[src/rtl/uic_pkg.sv]
package uic_pkg;
  localparam int unsigned UIC_DW = 8;
  localparam int unsigned UIC_AW = 8;
  localparam int unsigned BIT_SLOT_A = 0;
  localparam int unsigned BIT_SLOT_B = 1;
  localparam int unsigned BIT_FRAME  = 4;
  localparam int unsigned BIT_ATTACH = 5;
  localparam int unsigned BIT_WAKE   = 6;
  localparam int unsigned BIT_DPLUS  = 7;
  localparam logic [UIC_DW-1:0] UIC_VALID =
    (UIC_DW'(1) << BIT_SLOT_A) | (UIC_DW'(1) << BIT_SLOT_B) |
    (UIC_DW'(1) << BIT_FRAME)  | (UIC_DW'(1) << BIT_ATTACH) |
    (UIC_DW'(1) << BIT_WAKE)   | (UIC_DW'(1) << BIT_DPLUS);
  localparam logic [UIC_AW-1:0] UIC_STAT_ADDR = 8'h0D;
  localparam logic [UIC_AW-1:0] UIC_EN_ADDR   = 8'h06;

  typedef struct packed {
    logic hit_stat;
    logic hit_en;
  } uic_sel_t;
endpackage

[src/rtl/uic_decode.sv]
module uic_decode #(
  parameter int unsigned AW = 8,
  parameter logic [AW-1:0] STAT_ADDR = 8'h0D,
  parameter logic [AW-1:0] EN_ADDR   = 8'h06
) (
  input  logic [AW-1:0]     addr,
  input  logic              wr,
  output uic_pkg::uic_sel_t sel,
  output logic              wr_stat,
  output logic              wr_en
);
  always_comb begin
    sel.hit_stat = (addr == STAT_ADDR);
    sel.hit_en   = (addr == EN_ADDR);
    wr_stat      = wr && sel.hit_stat;
    wr_en        = wr && sel.hit_en;
  end
endmodule

[src/rtl/uic_stat_bit.sv]
module uic_stat_bit (
  input  logic clk,
  input  logic rst,
  input  logic set_i,
  input  logic clr_i,
  output logic q
);
  always_ff @(posedge clk) begin
    if (rst)        q <= 1'b0;
    else if (set_i) q <= 1'b1;
    else if (clr_i) q <= 1'b0;
  end
endmodule

[src/rtl/uic_en_reg.sv]
module uic_en_reg #(
  parameter int unsigned DW = 8,
  parameter logic [DW-1:0] VALID = '1
) (
  input  logic          clk,
  input  logic          rst,
  input  logic          ld,
  input  logic [DW-1:0] d,
  output logic [DW-1:0] q
);
  always_ff @(posedge clk) begin
    if (rst)     q <= '0;
    else if (ld) q <= d & VALID;
  end
endmodule

[src/rtl/uic_req.sv]
module uic_req #(
  parameter int unsigned DW = 8
) (
  input  logic          clk,
  input  logic          rst,
  input  logic [DW-1:0] stat,
  input  logic [DW-1:0] en,
  output logic          req
);
  logic pend;
  assign pend = |(stat & en);
  always_ff @(posedge clk) begin
    if (rst) req <= 1'b0;
    else     req <= pend;
  end
endmodule

[src/rtl/usb_irq_ctrl.sv]
module usb_irq_ctrl #(
  parameter int unsigned DW = uic_pkg::UIC_DW,
  parameter int unsigned AW = uic_pkg::UIC_AW,
  parameter logic [DW-1:0] VALID = uic_pkg::UIC_VALID,
  parameter logic [AW-1:0] STAT_ADDR = uic_pkg::UIC_STAT_ADDR,
  parameter logic [AW-1:0] EN_ADDR   = uic_pkg::UIC_EN_ADDR
) (
  input  logic          clk,
  input  logic          rst,
  input  logic [DW-1:0] evt_i,
  input  logic [AW-1:0] bus_addr,
  input  logic          bus_wr,
  input  logic          bus_rd,
  input  logic [DW-1:0] bus_wdata,
  output logic [DW-1:0] bus_rdata,
  output logic          irq_o
);
  uic_pkg::uic_sel_t sel;
  logic              wr_stat;
  logic              wr_en;
  logic [DW-1:0]     stat_q;
  logic [DW-1:0]     en_q;
  logic [DW-1:0]     set_v;
  logic [DW-1:0]     clr_v;

  uic_decode #(.AW(AW), .STAT_ADDR(STAT_ADDR), .EN_ADDR(EN_ADDR)) u_dec (
    .addr(bus_addr), .wr(bus_wr), .sel(sel), .wr_stat(wr_stat), .wr_en(wr_en)
  );

  assign set_v = evt_i & VALID;
  assign clr_v = wr_stat ? (bus_wdata & VALID) : '0;

  for (genvar i = 0; i < DW; i++) begin : g_stat
    uic_stat_bit u_bit (
      .clk(clk), .rst(rst), .set_i(set_v[i]), .clr_i(clr_v[i]), .q(stat_q[i])
    );
  end

  uic_en_reg #(.DW(DW), .VALID(VALID)) u_en (
    .clk(clk), .rst(rst), .ld(wr_en), .d(bus_wdata), .q(en_q)
  );

  uic_req #(.DW(DW)) u_req (
    .clk(clk), .rst(rst), .stat(stat_q), .en(en_q), .req(irq_o)
  );

  always_ff @(posedge clk) begin
    if (rst) bus_rdata <= '0;
    else if (bus_rd) begin
      if (sel.hit_stat)    bus_rdata <= stat_q;
      else if (sel.hit_en) bus_rdata <= en_q;
      else                 bus_rdata <= '0;
    end
  end
endmodule

[config.mk]
export PLATFORM = sky130hd
export DESIGN_NAME = usb_irq_ctrl
export DESIGN_NICKNAME = d
export VERILOG_FILES = /design/src/rtl/uic_pkg.sv /design/src/rtl/uic_decode.sv /design/src/rtl/uic_stat_bit.sv /design/src/rtl/uic_en_reg.sv /design/src/rtl/uic_req.sv /design/src/rtl/usb_irq_ctrl.sv
export SDC_FILE = /design/constraint.sdc
export NUM_CORES = 1
export LEC_CHECK = 0
export CAP_MARGIN = 20
export CORE_MARGIN = 2
export CORE_UTILIZATION = 55
export CTS_CLUSTER_SIZE = 24
export DETAILED_ROUTE_END_ITERATION = 7
export DONT_BUFFER_PORTS = 1
export HOLD_SLACK_MARGIN = 0.1
export PLACE_DENSITY_LB_ADDON = 0.15
export SYNTH_ARGS = -nofsm -noshare
export SYNTH_HDL_FRONTEND = slang
export SYNTH_HIERARCHICAL = 1
export SYNTH_SLANG_ARGS = --single-unit
export TNS_END_PERCENT = 100
[constraint.sdc]
create_clock -name clk -period 3.5 [get_ports clk]
set_input_delay 0.175 -clock clk [delete_from_list [all_inputs] [get_ports clk]]
set_output_delay 0.175 -clock clk [all_outputs]
set_load 0.05 [all_outputs]
==> Word-level counts from Yosys, hierarchy flattened <==
Index checks and enable logic that the tools add are counted.
{ "classes": {"n_eq_ne": 2, "n_mux": 15, "bitwise": 1, "n_reduce_logical": 9} }
{ "ops": {"columns": ["operator", "n"], "rows": [
  ["$mux 8", 3],
  ["$mux 1", 12],
  ["$reduce_bool 2->1", 6],
  ["$and 8x8->8", 1],
  ["$eq 8x3->1 const B", 1],
  ["$eq 8x4->1 const B", 1],
  ["$reduce_or 8->1", 1],
  ["$logic_and 1x1->1", 2]
]} }
{ "word_totals": {"ff_bits": 21, "out_inout_bits": 9, "word_cells": 36} }

==> Depth between registers and ports, before layout <==
Gate-level depths: netlist (run 1).
{ "logic_depth": {"word_depth": 5, "mapped_depth": 5, "ltp_nobuf": 5} }

==> Modules after synthesis <==
The synthesis (run 1) kept the hierarchy.
{ "by_module_without_submodules": {"columns": ["mod", "n_inst", "cells_each", "area_each_um2"], "rows": [
  ["usb_irq_ctrl", 1, 52, 427.9],
  ["uic_stat_bit", 8, 4, 38.8],
  ["uic_en_reg", 1, 22, 232.7],
  ["uic_req", 1, 6, 58.8],
  ["uic_decode", 1, 8, 56.3]
]} }

==> Worst setup path after synthesis (run 1) <==
Ideal clock, no wire load.
{ "synth_timing": {"kind": "input to register", "from": "input port bus_addr[4]", "to": "register bus_rdata[5]", "arrival_ns": 1.554, "required_ns": 3.409, "slack_ns": 1.855, "stages": 5, "cell_sequence": "or4b_4 nor3_1 buf_6 nand2_1 a311oi_1"} }
{ "synth_lines": {"columns": ["element", "line", "source"], "rows": [
  ["from (decl)", "usb_irq_ctrl.sv:11", "input logic [AW-1:0] bus_addr,"],
  ["to (signal assigned)", "usb_irq_ctrl.sv:50", "if (sel.hit_stat) bus_rdata <= stat_q;"],
  ["to (signal assigned)", "usb_irq_ctrl.sv:51", "else if (sel.hit_en) bus_rdata <= en_q;"],
  ["to (decl)", "usb_irq_ctrl.sv:15", "output logic [DW-1:0] bus_rdata,"]
]} }

==> Worst setup path after layout (run 1) <==
{ "layout_timing": {"from": "input port bus_addr[4]", "to": "register g_stat[5].u_bit.q"} }
{ "layout_between": {"elab_chain_len": 4} }
{ "layout_lines": {"columns": ["element", "line", "source"], "rows": [
  ["$eq 8x4->1", "uic_decode.sv:13", "sel.hit_stat = (addr == STAT_ADDR);"],
  ["$logic_and 1x1->1", "uic_decode.sv:15", "wr_stat = wr && sel.hit_stat;"],
  ["net wr_stat", "usb_irq_ctrl.sv:19", "logic wr_stat;"],
  ["$mux 8", "usb_irq_ctrl.sv:31", "assign clr_v = wr_stat ? (bus_wdata & VALID) : '0;"],
  ["net clr_v[5]", "usb_irq_ctrl.sv:24", "logic [DW-1:0] clr_v;"],
  ["$reduce_bool 2->1 (no source line)", null, null],
  ["to (signal assigned)", "uic_stat_bit.sv:9", "if (rst) q <= 1'b0;"],
  ["to (signal assigned)", "uic_stat_bit.sv:10", "else if (set_i) q <= 1'b1;"],
  ["to (signal assigned)", "uic_stat_bit.sv:11", "else if (clr_i) q <= 1'b0;"],
  ["to (decl)", "uic_stat_bit.sv:6", "output logic q"]
]} }
The timed path passes the listed nets, and every way through them passes these cells.
A chain may end at the register's enable or synchronous reset.

==> results.py, run 1 <==
metrics = {
    "worst_setup_path": {
        "end_kind": "flop",
        "path_delay_family": "simple AND/OR/NAND/NOR gates",
        "critical_path_buf_inv_count": 1,
        "path_cells": "or4b_4 > nor4_1 > and2_1 > nand2b_1 > a21oi_2 > dlygate4sd3_1",
        "worstPathMaxFanout": 6,
        "critPathMaxStageDelay_ps": 620,
        "worst_setup_path_start_kind": "input port",
        "crit_required_ps": 3700,
        "path_class": "input port to flop",
        "worstPathArrival_ps": 2310,
        "cp_slowest_cell": "nor4_1",
    },
    "cts": {
        "clock_latency_ps": 300,
        "cts-resized-gates": 0,
        "cts_buffers": 3,
        "tritoncts": "done",
        "clock_sinks": 23,
        "h-tree-depth": 1,
        "cts.clk_slew.worst_paths_ps": 120,
        "clk_path_buf_depth": 2,
        "cts_root_buffer": "clkbuf_4",
    },
    "route": {
        "drc": 0,
        "first_pass_iters": 4,
        "num_vias": 858,
        "drt_iter0_markers": 13,
        "wl_um": 1990,
        "ant_nets": 0,
        "via_per_inst": 5.26,
        "wl_per_cell_um": 12.2,
    },
    "pwr": {
        "p_int_uw": 339,
        "p_sw_uw": 123,
        "finalPower_uw": 462,
        "power_leakage_uw": 0.000442,
        "combPwrFrac": 0.093,
        "clock_power_share": 0.258,
        "p_seq_frac": 0.648,
        "power_density_nw_per_um2": 368,
        "vdd_ir_drop_max_v": 0.000228,
        "swShare": 0.267,
    },
    "timing": {
        "max-slew-margin-rel": 0.368,
        "report.final.setup_viol": 0,
        "setup_tns_ps": 0,
        "hold_violations": 0,
        "slew_viol_final": 0,
        "fin_worst_skew_ps": 2.06,
        "fmax_ghz": 0.475,
        "finalCritPeriodShare": 0.601,
        "rsz0062_at_grt": "false",
        "tightest_slew_ps": 945,
        "final.min_clock_period_ps": 2100,
    },
    "floorplanning": {
        "die-area_sq_um": 2350,
        "num_rows": 16,
        "die_w_um": 48.4,
        "core_region_area_sq_um": 1900,
        "io_pins": 37,
        "die_height_um": 48.4,
        "initial_core_util": 0.571,
    },
    "layout": {
        "antennaDiodeCount": 0,
        "layout-drive-gt1-share": 0.118,
        "syn_to_final_growth_pct": 15.6,
        "fin_nets": 165,
        "fillers": 173,
        "utilization": 0.660,
        "finalNonFillerCells": 163,
    },
    "synth": {
        "synth_top_area_frac": 0.424,
        "ys_types": 22,
        "yosysSeqAreaShare": 0.424,
        "synthFlopType": "dfxtp_1",
        "async_reset_ff_frac": 0,
        "synth_seq_cells": 23,
        "synth-edff-count": 0,
        "synth_area_leaders": "dfxtp_1 42%, a21oi_2 6.5%, a311oi_1 6.5%",
        "synth_area_sq_um": 1090,
        "synth.largest_area_cell": "dfxtp_1",
        "synth_common_cells": "23 x dfxtp_1, 14 x nor2_1, 9 x inv_1, 9 x nand3b_1",
        "yosysMostFrequentCell": "dfxtp_1",
        "synthCells": 120,
        "ys_warn_count": 6,
        "postSynthAreaPerCell_sq_um": 9.05,
    },
    "grt": {
        "grt.total_usage": 0.186,
        "grt_overflow": 0,
        "antenna_found_initial": 0,
        "grt_pass1_wl_um": 3460,
        "grt_pass1_vias": 848,
        "grt_max_degree": 24,
    },
    "place": {
        "post-place-cells": 145,
        "gp_congestion": 0.756,
        "hpwl_um": 1410,
        "portBuffers": 0,
    },
    "min_path": {
        "holdCritPathClass": "input port to flop",
    },
    "status": {
        "status": "finished, final reports clean",
    },
    "job": {
        "cap_violations": 0,
    },
}
-- sequential cells by signal (all words and copies together), names as in the netlist --
name            cells
bus_rdata           8
g_stat.u_bit/q      8
u_en/q              6
u_req/req           1
-- what timing repair did --
action	CTS	global route
hold endpoints to repair	23	0
hold buffers	14	0
setup buffers	0	0
-- logic make-up after synthesis --
kind of cell / Yosys count / synth area share
flip-flops: 23 / 0.424
AO/OA/AOI/OAI: 21 / 0.165
AND/OR/NAND/NOR: 51 / 0.260
buffers and inverters: 17 / 0.0887
multiplexers: 6 / 0.0553
other: 2 / 0.00692
-- metal layers --
metal	routed length (um)	up-vias	track usage
li1	-	436	-
met1	949	389	0.230
met2	876	31	0.317
met3	150	2	0.0432
met4	15	0	0.0714
met5	0	-	0
-- layout make-up --
type	instances	area, sq um	area share
clock inverters	1	5.00	0.00399
well taps	27	33.8	0.0269
repair buffers	16	155	0.124
inverters	9	33.8	0.0269
clock buffers	3	22.5	0.0179
flip-flops and latches	23	460	0.367
multi-input cells	84	544	0.434
-- power groups by stage --
stage	Sequential [uW]	Combinational [uW]	Clock (uW)
final	299	43.0	119
after global routing	301	48.2	131
after CTS	300	42.6	125
after detailed placement	306	23.4	0
after global placement	305	22.5	0
after floorplan	303	27.3	0
-- metrics by stage --
| step | hold slack, ps | cell area (sq um) | worst slack [ps] |
|---|---|---|---|
| after floorplan | 237 | 1100 | 1860 |
| after global routing | 171 | 1250 | 1240 |
| after global placement | 241 | 1090 | 1600 |
| after CTS | 150 | 1250 | 1400 |
| after detailed placement | 241 | 1090 | 1530 |
| final | 156 | 1250 | 1400 |
-- worst register-to-register path: stages, from the launching register on --
cell	delay, ps
dfxtp_1	380
nand2b_1	80
a21oi_2	120
dlygate4sd3_1	560
-- placed cells by master, fill, tap and decap left out --
cell type	instances
nor3_1	2
dfxtp_1	23
clkbuf_4	3
dlygate4sd3_1	14
or4b_4	1
nand2_1	8
inv_1	9
a41oi_1	1
a311oi_1	8
nor4_1	2
nor2_1	14
a22oi_1	4
nand2b_1	8
nand3b_1	9
or3b_2	1
conb_1	6
and2_1	6
a21oi_2	8
buf_4	2
clkinv_2	1
mux2i_1	6
-- worst paths after layout --
kind / slack (ps) / endpoint / from / cells after the start
setup / recovery: 1400 / g_stat[5].u_bit/q / bus_addr[4] / 6
hold / removal: 160 / g_stat[6].u_bit/q / bus_wdata[6] / 3
setup reg to reg: 2320 / g_stat[5].u_bit/q / g_stat[5].u_bit/q / 3
hold reg to reg: 510 / g_stat[3].u_bit/q / g_stat[3].u_bit/q / 2
Note: power is estimated with default switching activity, not from simulation.
==> run 2, diff against run 1 <==
- clock period: 3.5 -> 2 ns (I/O delays scaled with it)
==> run 2 against run 1 <==
  * Critical path depth is 1 higher
  * First-iteration DRC count is 31% lower
  * Register-to-register slack worse by 1600 ps
  * Worst hold slack better by 11 ps
  * Worst setup slack worse by 1200 ps
  * Core utilization is 6.1 points higher
  * Routed wire length grew 6.9%
  * Largest cell class unchanged
  * Non-clock buffer count up 14
==> results.py, run 2 (synthesis gave the netlist of run 1 again) <==
metrics = {
    "cts": {
        "clk_path_buf_depth": 2,
        "cts_setup_buffers": 0,
        "tritoncts": "done",
        "cts_root_buffer": "clkbuf_4",
        "h-tree-depth": 1,
        "clock_sinks": 23,
        "clock_latency_ps": 300,
        "cts_buffers": 3,
        "cts.clk_slew.worst_paths_ps": 120,
        "cts-resized-gates": 0,
        "ctsHoldBuffers": 19,
    },
    "route": {
        "drc": 0,
        "first_pass_iters": 4,
        "ant_nets": 0,
        "wl_per_cell_um": 12.0,
        "via_per_inst": 5.01,
        "drt_iter0_markers": 9,
        "wl_um": 2130,
        "num_vias": 886,
    },
    "worst_setup_path": {
        "critPathMaxStageDelay_ps": 600,
        "rrSetupSlack_ps": 760,
        "worstPathMaxFanout": 6,
        "worstPathArrival_ps": 1970,
        "crit_required_ps": 2200,
        "reg2reg_to": "g_stat[1].u_bit/q",
        "worst_setup_path_start_kind": "input port",
        "r2r_cells": 3,
        "end_kind": "flop",
        "path_cells": "or4b_4 > nor4_1 > buf_4 > and2_1 > nand2b_1 > a21oi_2 > dlygate4sd3_1",
        "cp_slowest_cell": "dlygate4sd3_1",
        "path_class": "input port to flop",
        "timing.rr.start": "g_stat[1].u_bit/q",
    },
    "timing": {
        "fin_ws_ps": 233,
        "setup_tns_ps": 0,
        "max-slew-margin-rel": 0.358,
        "rsz0062_at_grt": "false",
        "hold_violations": 0,
        "fin_worst_skew_ps": 2.94,
        "report.final.setup_viol": 0,
        "fmax_ghz": 0.566,
        "final.min_clock_period_ps": 1770,
        "tightest_slew_ps": 960,
        "finalCritPeriodShare": 0.884,
        "slew_viol_final": 0,
    },
    "min_path": {
        "min_to": "bus_rdata[4]",
        "holdCritPathClass": "input port to flop",
        "hold_depth": 4,
        "holdCritStartpoint": "bus_addr[5]",
    },
    "floorplanning": {
        "die-area_sq_um": 2350,
        "initial_core_util": 0.571,
        "die_w_um": 48.4,
        "die_height_um": 48.4,
        "core_region_area_sq_um": 1900,
        "io_pins": 37,
        "num_rows": 16,
    },
    "grt": {
        "grt_max_degree": 24,
        "grt_overflow": 0,
        "grt_use_met1": 0.260,
        "grt_pass1_vias": 893,
        "grtUsageMet2": 0.338,
        "grt.busiest_layer": "met2",
        "antenna_found_initial": 0,
        "grtUsageMet3": 0.0525,
        "grt_pass1_wl_um": 3790,
        "grt.total_usage": 0.204,
    },
    "layout": {
        "syn_to_final_growth_pct": 26.3,
        "multi_input_area_sq_um": 544,
        "layout.area.seq_sq_um": 460,
        "utilization": 0.721,
        "layout-drive-gt1-share": 0.160,
        "top_regs": "bus_rdata: 8 flops, g_stat.u_bit/q: 8 flops, u_en/q: 6 flops",
        "finalNonFillerCells": 177,
        "fillers": 159,
        "fin_area_sq_um": 1370,
        "final_common_cell": "dfxtp_1",
        "antennaDiodeCount": 0,
        "fin_nets": 179,
        "final_cell_mix": "23 x dfxtp_1, 19 x dlygate4sd3_1, 14 x nor2_1",
    },
    "pwr": {
        "power_density_nw_per_um2": 606,
        "vdd_ir_drop_max_v": 0.000461,
        "power_leakage_uw": 0.000512,
    },
    "place": {
        "hpwl_um": 1440,
        "post-place-cells": 154,
        "portBuffers": 0,
        "gp_congestion": 0.689,
        "place_area_sq_um": 1150,
        "dpl_worst_slack_ps": 517,
    },
    "job": {
        "cap_violations": 0,
    },
    "status": {
        "status": "finished, final reports clean",
    },
}
==> run 2: metrics by stage <==
step | total power [uW] | hold slack (ps)
after floorplan | 578 | 162
after global placement | 583 | 166
after detailed placement | 586 | 166
after CTS | 836 | 156
after global routing | 876 | 176
final | 831 | 166
==> run 2: worst max path at each step <==
| stage | endpoint | from | slack (ps) |
|---|---|---|---|
| floorplan | bus_rdata[5] | bus_addr[4] | 430 |
| global placement | u_en/q[5] | bus_addr[4] | 560 |
| detailed placement | u_en/q[7] | bus_addr[4] | 520 |
| CTS | g_stat[7].u_bit/q | bus_addr[4] | 270 |
| global route | g_stat[1].u_bit/q | bus_addr[4] | 160 |
| finish | g_stat[1].u_bit/q | bus_addr[4] | 230 |
==> run 2: routing by layer <==
metal / part of all wire / vias up / wire length (um)
met4: 0.0028 / 0 / 6
met1: 0.46 / 384 / 987
met5: 0 / - / 0
met2: 0.46 / 39 / 971
met3: 0.077 / 2 / 164
li1: - / 461 / -
==> run 2: power by group <==
| group | leakage, uW | switching [uW] | internal, uW |
|---|---|---|---|
| Clock | 0.0000150 | 133 | 77.8 |
| Sequential | 0.000189 | 21.5 | 478 |
| Combinational | 0.000308 | 64.0 | 56.4 |
| Total | 0.000512 | 219 | 613 |
==> run 2: final cells by class <==
class / count / share of cell area
clock buffer: 4 / 0.0192
inverter: 9 / 0.0246
multi-input combinational: 84 / 0.397
sequential: 23 / 0.336
tap: 27 / 0.0246
timing repair buffer: 30 / 0.199
==> run 2: worst max-delay path: cells and delay by family <==
| kind | cells | cell delay (ps) |
|---|---|---|
| buf+inv | 2 | 780 |
| simple gates | 4 | 1030 |
| compound gates | 1 | 60 |
